### src/rtl/bg_fetch_pipe.sv
module bg_fetch_pipe #(
  parameter int DOT_W        = 9,
  parameter int LINE_W       = 9,
  parameter int ADDR_W       = 14,
  parameter int VIS_DOTS     = 256,
  parameter int VIS_LINES    = 240,
  parameter int PRE_LINE     = 261,
  parameter int PRE_FIRST    = 321,
  parameter int PRE_LAST     = 336,
  parameter int COPY_X_DOT   = 257,
  parameter int COPY_Y_FIRST = 280,
  parameter int COPY_Y_LAST  = 304,
  parameter int LEFT_DOTS    = 8
) (
  input  logic              clk,
  input  logic              rst_n,
  input  logic [DOT_W-1:0]  dot,
  input  logic [LINE_W-1:0] line,
  input  logic [14:0]       scroll_t,
  input  logic [2:0]        fine_x,
  input  logic              pat_hi,
  input  logic              bg_show,
  input  logic              bg_left,
  output logic              mem_rd,
  output logic [ADDR_W-1:0] mem_addr,
  input  logic [7:0]        mem_rdata,
  output logic [3:0]        pixel,
  output logic [14:0]       scroll_v
);

  localparam logic [DOT_W-1:0]  D_VIS   = DOT_W'(VIS_DOTS);
  localparam logic [DOT_W-1:0]  D_PF0   = DOT_W'(PRE_FIRST);
  localparam logic [DOT_W-1:0]  D_PF1   = DOT_W'(PRE_LAST);
  localparam logic [DOT_W-1:0]  D_CX    = DOT_W'(COPY_X_DOT);
  localparam logic [DOT_W-1:0]  D_CY0   = DOT_W'(COPY_Y_FIRST);
  localparam logic [DOT_W-1:0]  D_CY1   = DOT_W'(COPY_Y_LAST);
  localparam logic [DOT_W-1:0]  D_LEFT  = DOT_W'(LEFT_DOTS);
  localparam logic [DOT_W-1:0]  D_ONE   = DOT_W'(1);
  localparam logic [LINE_W-1:0] L_VIS   = LINE_W'(VIS_LINES);
  localparam logic [LINE_W-1:0] L_PRE   = LINE_W'(PRE_LINE);
  localparam int                PX      = 8;

  logic [14:0] v_q, v_nxt, x_inc, y_inc;
  logic [63:0] tile_q;
  logic [31:0] load_row, tile_hi;
  logic [7:0]  name_q, lo_q;
  logic [1:0]  pal_q;
  logic [2:0]  phase;
  logic [13:0] addr14;
  logic        render_line, fetch_dot, fetch_win, vis_px, left_px;

  assign phase       = dot[2:0];
  assign render_line = (line < L_VIS) || (line == L_PRE);
  assign fetch_dot   = (dot >= D_ONE && dot <= D_VIS) || (dot >= D_PF0 && dot <= D_PF1);
  assign fetch_win   = render_line && fetch_dot;
  assign mem_rd      = rst_n && fetch_win && phase[0];
  assign scroll_v    = v_q;

  always_comb begin
    case (phase)
      3'd1:    addr14 = {2'b10, v_q[11:0]};
      3'd3:    addr14 = {2'b10, v_q[11:10], 4'b1111, v_q[9:7], v_q[4:2]};
      3'd5:    addr14 = {1'b0, pat_hi, name_q, 1'b0, v_q[14:12]};
      3'd7:    addr14 = {1'b0, pat_hi, name_q, 1'b1, v_q[14:12]};
      default: addr14 = '0;
    endcase
  end
  assign mem_addr = ADDR_W'(addr14);

  for (genvar k = 0; k < PX; k++) begin : g_row
    assign load_row[4*k +: 4] = {pal_q, mem_rdata[k], lo_q[k]};
  end

  always_comb begin
    x_inc = v_q;
    if (v_q[4:0] == 5'd31) begin
      x_inc[4:0] = 5'd0;
      x_inc[10]  = ~v_q[10];
    end else begin
      x_inc[4:0] = v_q[4:0] + 5'd1;
    end
  end

  always_comb begin
    y_inc = v_q;
    if (v_q[14:12] != 3'd7) begin
      y_inc[14:12] = v_q[14:12] + 3'd1;
    end else begin
      y_inc[14:12] = 3'd0;
      if (v_q[9:5] == 5'd29) begin
        y_inc[9:5] = 5'd0;
        y_inc[11]  = ~v_q[11];
      end else if (v_q[9:5] == 5'd31) begin
        y_inc[9:5] = 5'd0;
      end else begin
        y_inc[9:5] = v_q[9:5] + 5'd1;
      end
    end
  end

  always_comb begin
    v_nxt = v_q;
    if (fetch_win && phase == 3'd0) begin
      v_nxt = (dot == D_VIS) ? y_inc : x_inc;
    end else if (render_line && dot == D_CX) begin
      v_nxt[10]  = scroll_t[10];
      v_nxt[4:0] = scroll_t[4:0];
    end else if (line == L_PRE && dot >= D_CY0 && dot <= D_CY1) begin
      v_nxt[14:11] = scroll_t[14:11];
      v_nxt[9:5]   = scroll_t[9:5];
    end
  end

  always_ff @(posedge clk) begin
    if (!rst_n) begin
      v_q    <= '0;
      tile_q <= '0;
      name_q <= '0;
      lo_q   <= '0;
      pal_q  <= '0;
    end else begin
      v_q <= v_nxt;
      if (fetch_win) begin
        tile_q <= {tile_q[59:0], 4'h0} | ((phase == 3'd0) ? {32'h0, load_row} : 64'h0);
        case (phase)
          3'd2: name_q <= mem_rdata;
          3'd4: pal_q  <= 2'(mem_rdata >> {v_q[6], v_q[1], 1'b0});
          3'd6: lo_q   <= mem_rdata;
          default: ;
        endcase
      end
    end
  end

  assign tile_hi = tile_q[63:32];
  assign vis_px  = (line < L_VIS) && dot >= D_ONE && dot <= D_VIS;
  assign left_px = dot >= D_ONE && dot <= D_LEFT;
  assign pixel   = (rst_n && vis_px && bg_show && !(left_px && !bg_left))
                   ? tile_hi[{~fine_x, 2'b00} +: 4] : 4'h0;


  a_r6_coarse_x_step: assert property (@(posedge clk) disable iff (!rst_n)
    (fetch_win && phase == 3'd0 && dot != D_VIS && scroll_v[4:0] != 5'd31)
    |=> (scroll_v[4:0] == $past(scroll_v[4:0]) + 5'd1));


  a_r6_coarse_x_wrap: assert property (@(posedge clk) disable iff (!rst_n)
    (fetch_win && phase == 3'd0 && dot != D_VIS && scroll_v[4:0] == 5'd31)
    |=> (scroll_v[4:0] == 5'd0 && scroll_v[10] != $past(scroll_v[10])));


  a_r7_coarse_y_wrap: assert property (@(posedge clk) disable iff (!rst_n)
    (fetch_win && dot == D_VIS && scroll_v[14:12] == 3'd7 && scroll_v[9:5] == 5'd29)
    |=> (scroll_v[9:5] == 5'd0 && scroll_v[11] != $past(scroll_v[11])));


  a_r11_idle_hold: assert property (@(posedge clk) disable iff (!rst_n)
    (!render_line) |=> $stable(scroll_v));

endmodule

### config.mk
export PLATFORM = sky130hd
export DESIGN_NAME = bg_fetch_pipe
export DESIGN_NICKNAME = d
export VERILOG_FILES = /design/src/rtl/bg_fetch_pipe.sv
export SDC_FILE = /design/constraint.sdc
export NUM_CORES = 1
export LEC_CHECK = 0
export CORE_UTILIZATION = 42
export CTS_BUF_LIST = sky130_fd_sc_hd__clkbuf_4 sky130_fd_sc_hd__clkbuf_8 sky130_fd_sc_hd__clkbuf_16
export DETAILED_ROUTE_END_ITERATION = 7
export SYNTH_ARGS = -nofsm -noshare
export SYNTH_HDL_FRONTEND = slang
export SYNTH_SLANG_ARGS = --single-unit
### constraint.sdc
create_clock -name clk -period 3.5 [get_ports clk]
set_input_delay 0.35 -clock clk [delete_from_list [all_inputs] [get_ports clk]]
set_output_delay 0.35 -clock clk [all_outputs]
set_load 0.01 [all_outputs]
# == Yosys cells after proc, flatten, opt, wreduce, memory -nomap -nowiden ==
# Cells that the tools add are included.
# op_classes
add_sub_neg,3
magnitude_cmp,8
n_eq_ne,20
n_shift,2
muxes,19
n_bitwise,4
reduce_logical,31
# op_table
op,count
OR 64 x 32 -> 64 bit,1
one-hot mux 14 bit (4 select lines),1
2-to-1 mux 5 bit,7
2-to-1 mux 32 bit,1
variable part select 32 x 6 -> 4 bit,1
2-to-1 mux 15 bit,2
"equality test 9 bit, second input constant",3
"less-or-equal comparator 9 bit, second input constant",3
">= comparator 9 bit, second input constant",2
logical AND 1 bit,16
"equality test 5 bit, second input constant",3
"equality test 3 bit, second input constant",4
2-to-1 mux 4 bit,3
"adder 5 x 1 -> 5 bit, second input constant",2
"inequality test 2 bit, second input constant",5
">= comparator 9 x 1 -> 1 bit, second input constant",1
"less-or-equal comparator 9 x 4 -> 1 bit, second input constant",1
"less-than comparator 9 x 8 -> 1 bit, second input constant",1
AND reduction 2 bit,4
right shift 8 x 3 -> 2 bit,1
"equality test 3 x 2 -> 1 bit, second input constant",2
AND reduction 3 bit,2
AND reduction 5 bit,1
2-to-1 mux 1 bit,4
12 further kinds,16
# word_totals
reg_bits,97
input_bits,49
out_inout_bits,34
elab_cells,96

# == Logic depth before layout (Yosys ltp) ==
# Gate-level depths: netlist of run 1.
# depth
word_depth,7
mapped_depth,8
depth_no_buf,7

# == Worst setup path after synthesis of run 1 ==
# Ideal clock, no wire load.
# synth_timing
kind,input -> output
startpoint,input dot[1]
endpoint,output pixel[0]
arrival_ps,2058
required_ps,3150
path_slack_ps,1092
cell_stages,6
n_path_buf,1
path_cell_list,buf_2 or3_1 nor3_1 xnor2_1 or4b_2 nor2_1
# synth_via
elab_chain_len,7
elab_cells_between_ends,12
cone_classes,order compare (3); mux (1); reduce/logical (8)
# synth_rtl
item,line,rtl
from (decl),17,"input logic [DOT_W-1:0] dot,"
>= comparator 9 x 1 -> 1 bit,"136, 137",
logical AND 1 bit (2 in a row),136,assign vis_px = (line < L_VIS) && dot >= D_ONE && dot <= D_VIS;
logical AND 1 bit (2 in a row),138,assign pixel = (rst_n && vis_px && bg_show && !(left_px && !bg_left))
logical AND 1 bit *,138,
2-to-1 mux 4 bit *,139,"? tile_hi[{~fine_x, 2'b00} +: 4] : 4'h0;"
to (decl),27,"output logic [3:0] pixel,"
# Mark *: on every way between the ends. The rest lies on a longest branch, timed or not.

# == Final worst setup path of run 1 ==
# layout_timing
startpoint,input dot[2]
endpoint,output pixel[0]
# Same word-level chain as after synthesis.

==> results.md, run 1 <==
- Outcome: finished, final reports clean
- Utilization after layout: 53.6%
- Commonest non-fill, non-tap cells in the layout: dfxtp_1 (97), a21oi_1 (85), clkdlybuf4s50_1 (82)
- CTS tree: done
- Weighted congestion at the end of routability-driven global placement: 0.867
- Number of synthesized register bits: 97
- Portion of the post-synthesis area used by sequential elements: 36.8%
- Capturing element type of the critical path: output pin
- Pins Over Slew Limit: 0
- Netlist cell types: 73
- Post-layout net count: 713
- Count of flip-flops with a built-in enable after synthesis: 0
- Diode insertion count for antenna repair: 0
- Vias in the first global route: 4579
- Non-filler instance count after layout: 829
- Die Width: 114 µm
- Post-Route Skew: 0.00437 ns
- Y dimension of the die: 114 µm
- Per-cell via count in the routed design: 5.90
- Largest net degree at the start of global routing: 59
- Overall die area: 13000 µm²
- WL per Instance: 17.0 µm
- Count of vias placed by the detailed router: 4894
- CP Data Required Time: 3.15 ns
- Post-detailed-routing wire length: 14.1 mm
- Setup violation total in the final timing report: 0
- Worst-path clk slew: 0.06 ns
- Shortest period the worst path allows: 3.34 ns
- Final total negative setup slack: 0 ns
- Cell area after technology mapping: 5280 µm²
- Antenna violations before repair: 0
- Cell count after placement: 814
- Data arrival time of the worst path: 2.99 ns
- Warning count from the yosys run: 0
- Dominant combinational cell family by area after synthesis: compound AO/OA/AOI/OAI gates
- R2r setup slk: 1.32 ns
- Signed area change from the synthesized netlist to the final layout: 23.0%
- Final Hold Viols: 0
- Effective utilization at floorplan: 43.6%
- Mapped Cells: 603
- Post-CTS setup-driven buffer insertion count: 0
- Inserted Clock Buffers: 9
- Mux cell area share after synthesis: 10.1%
- Reported leakage power: 2.25 nW
- Number of levels in the clock H-tree: 3
- Worst slew margin: 56.7%
- Critical path class: primary input to output pin
- Power density relative to cell area: 379 nW/µm²
- Crit start category: primary input
- Placement Cell Area: 6200 µm²
- Area inside the core boundary: 12100 µm²
- Mean Syn Cell Area: 8.76 µm²
- Synth Area in Adders: 1.66%
- First-pass GRT wire length: 23.6 mm
- Commonest non-fill, non-tap cell in the layout: dfxtp_1
- Total GRT Usage: 22.6%
- Synth async-reset ratio: 0%
- Clock root buffer: clkbuf_16
- RSZ-0062 raised after global routing: false
- Buffers on Ports: 82
- Synth Area in Compound Gates: 24.1%
- Antenna viol nets, final: 0
- Main flop type after synthesis: dfxtp_1
- Post-synthesis xor/xnor area fraction: 0.332%
- Final Cycle Share: 95.5%
- Sum of net half-perimeters after detailed placement: 9.53 mm
- Number of search-and-repair iterations in the first detailed-routing pass: 4
- Fraction of layout cells with a size suffix above 1: 12.1%
- Highest fanout seen on the critical path: 4
- Classification of the worst-slack hold path: register to register
- Leftover overflow at the end of global routing: 0
- Max Buffers Root-to-Sink: 2
- Cts-stage hold buffer count: 0
- Number of standard-cell rows in the floorplan: 40
- Number of nets produced by synthesis: 659
- Fmax: 299 MHz
- Detailed router's first-iteration violation count: 365
- Number of maximum-capacitance violations: 0
- Simple-Gate Fraction of Synth Area: 21.2%
- Source-to-sink clock delay at the later pin of the worst-skew pair: 0.35 ns
- Highest ir drop seen on vdd: 0.278 mV
- PostCTS Resize Cnt: 0
- Worst Tran Pin Value: 0.645 ns
- Finished layout cell area: 6490 µm²
- DRC viols: 0
- Number of sinks on the clock net: 97
- Total I/O pin count: 83
[synthesized netlist by cell type, types with 12 or more instances]
cell type | instances | area [µm²]
buf_2 | 12 | 60.1
o21ai_1 | 30 | 150
a21oi_1 | 85 | 425
dfxtp_1 | 97 | 1940
nor3_1 | 18 | 90.1
nand2_1 | 43 | 161
mux2i_1 | 31 | 310
o21ai_0 | 17 | 85.1
clkbuf_1 | 34 | 128
nor4_1 | 16 | 100
nor2_1 | 13 | 48.8
nand3_1 | 38 | 190
[power by group]
group / total (mW) / internal, mW / switching [mW]
clock: 0.974 / 0.539 / 0.434
sequential: 1.15 / 1.13 / 0.0150
combinational: 0.340 / 0.140 / 0.200
total: 2.46 / 1.81 / 0.650
[cell type report]
class,count,area [µm²]
Timing Repair Buffer,104,986
Sequential cell,97,1940
Tap cell,168,210
Clock buffer,12,267
Multi-Input combinational cell,440,3050
Inverter,5,18.8
Fill cell,1167,5620
Clock inverter,3,23.8
[final timing paths]
kind               startpoint     endpoint  cells after the start
setup / recovery       dot[2]     pixel[0]                      7
hold / removal      name_q[2]    name_q[2]                      2
setup reg to reg  scroll_v[6]  scroll_v[6]                      6
hold reg to reg     name_q[2]    name_q[2]                      2
[per-layer routing]
metal  part of all wire [%]  vias to the layer above  wire length [µm]  track usage, %
met3                    5.0                       15               710            3.18
met1                     48                     2357              6810            31.7
met5                      0                        -                 0               0
met4                    1.4                        0               199            8.23
met2                     45                      135              6420            35.4
li1                       -                     2387                 -               -
[flip-flops by register name (all words and copies together) (netlist names)]
register and flops:
name_q 8, scroll_v 15, lo_q 8, pal_q 2, tile_q 64
[metrics by stage]
stage	worst slack, ns	power, mW	hold WS (ns)
after floorplan	1.09	1.38	0.433
after global placement	0.173	1.50	0.446
after detailed placement	0.130	1.51	0.454
after CTS	0.127	2.48	0.467
after global routing	0.0387	2.56	0.489
final	0.158	2.46	0.465
[logic make-up (layout without fill, tap and decap cells)]
logic type,Yosys count,in the layout
buf+inv,66,124
flops,97,97
fa+ha+maj,7,7
mux,41,41
compound gates,196,196
simple gates,194,194
xor+xnor,2,2
[critical path, stage by stage]
cell,delay (ns)
clkdlybuf4s50_1,0.41
or3_1,0.47
nor3_1,0.26
xnor2_1,0.14
or4b_2,0.67
nor2_1,0.14
clkdlybuf4s50_1,0.55
Power figures use the tool's default switching activity.
==> run 2, diff against run 1 <==
--- a/config.mk
+++ b/config.mk
@@ -5,8 +5,10 @@
 export SDC_FILE = /design/constraint.sdc
 export NUM_CORES = 1
 export LEC_CHECK = 0
+export CAP_MARGIN = 40
 export CORE_UTILIZATION = 42
 export CTS_BUF_LIST = sky130_fd_sc_hd__clkbuf_4 sky130_fd_sc_hd__clkbuf_8 sky130_fd_sc_hd__clkbuf_16
+export CTS_CLUSTER_SIZE = 16
 export DETAILED_ROUTE_END_ITERATION = 7
 export SYNTH_ARGS = -nofsm -noshare
 export SYNTH_HDL_FRONTEND = slang
==> results of run 2 <==
Final layout, timing and power as in run 1 (identical DEF).
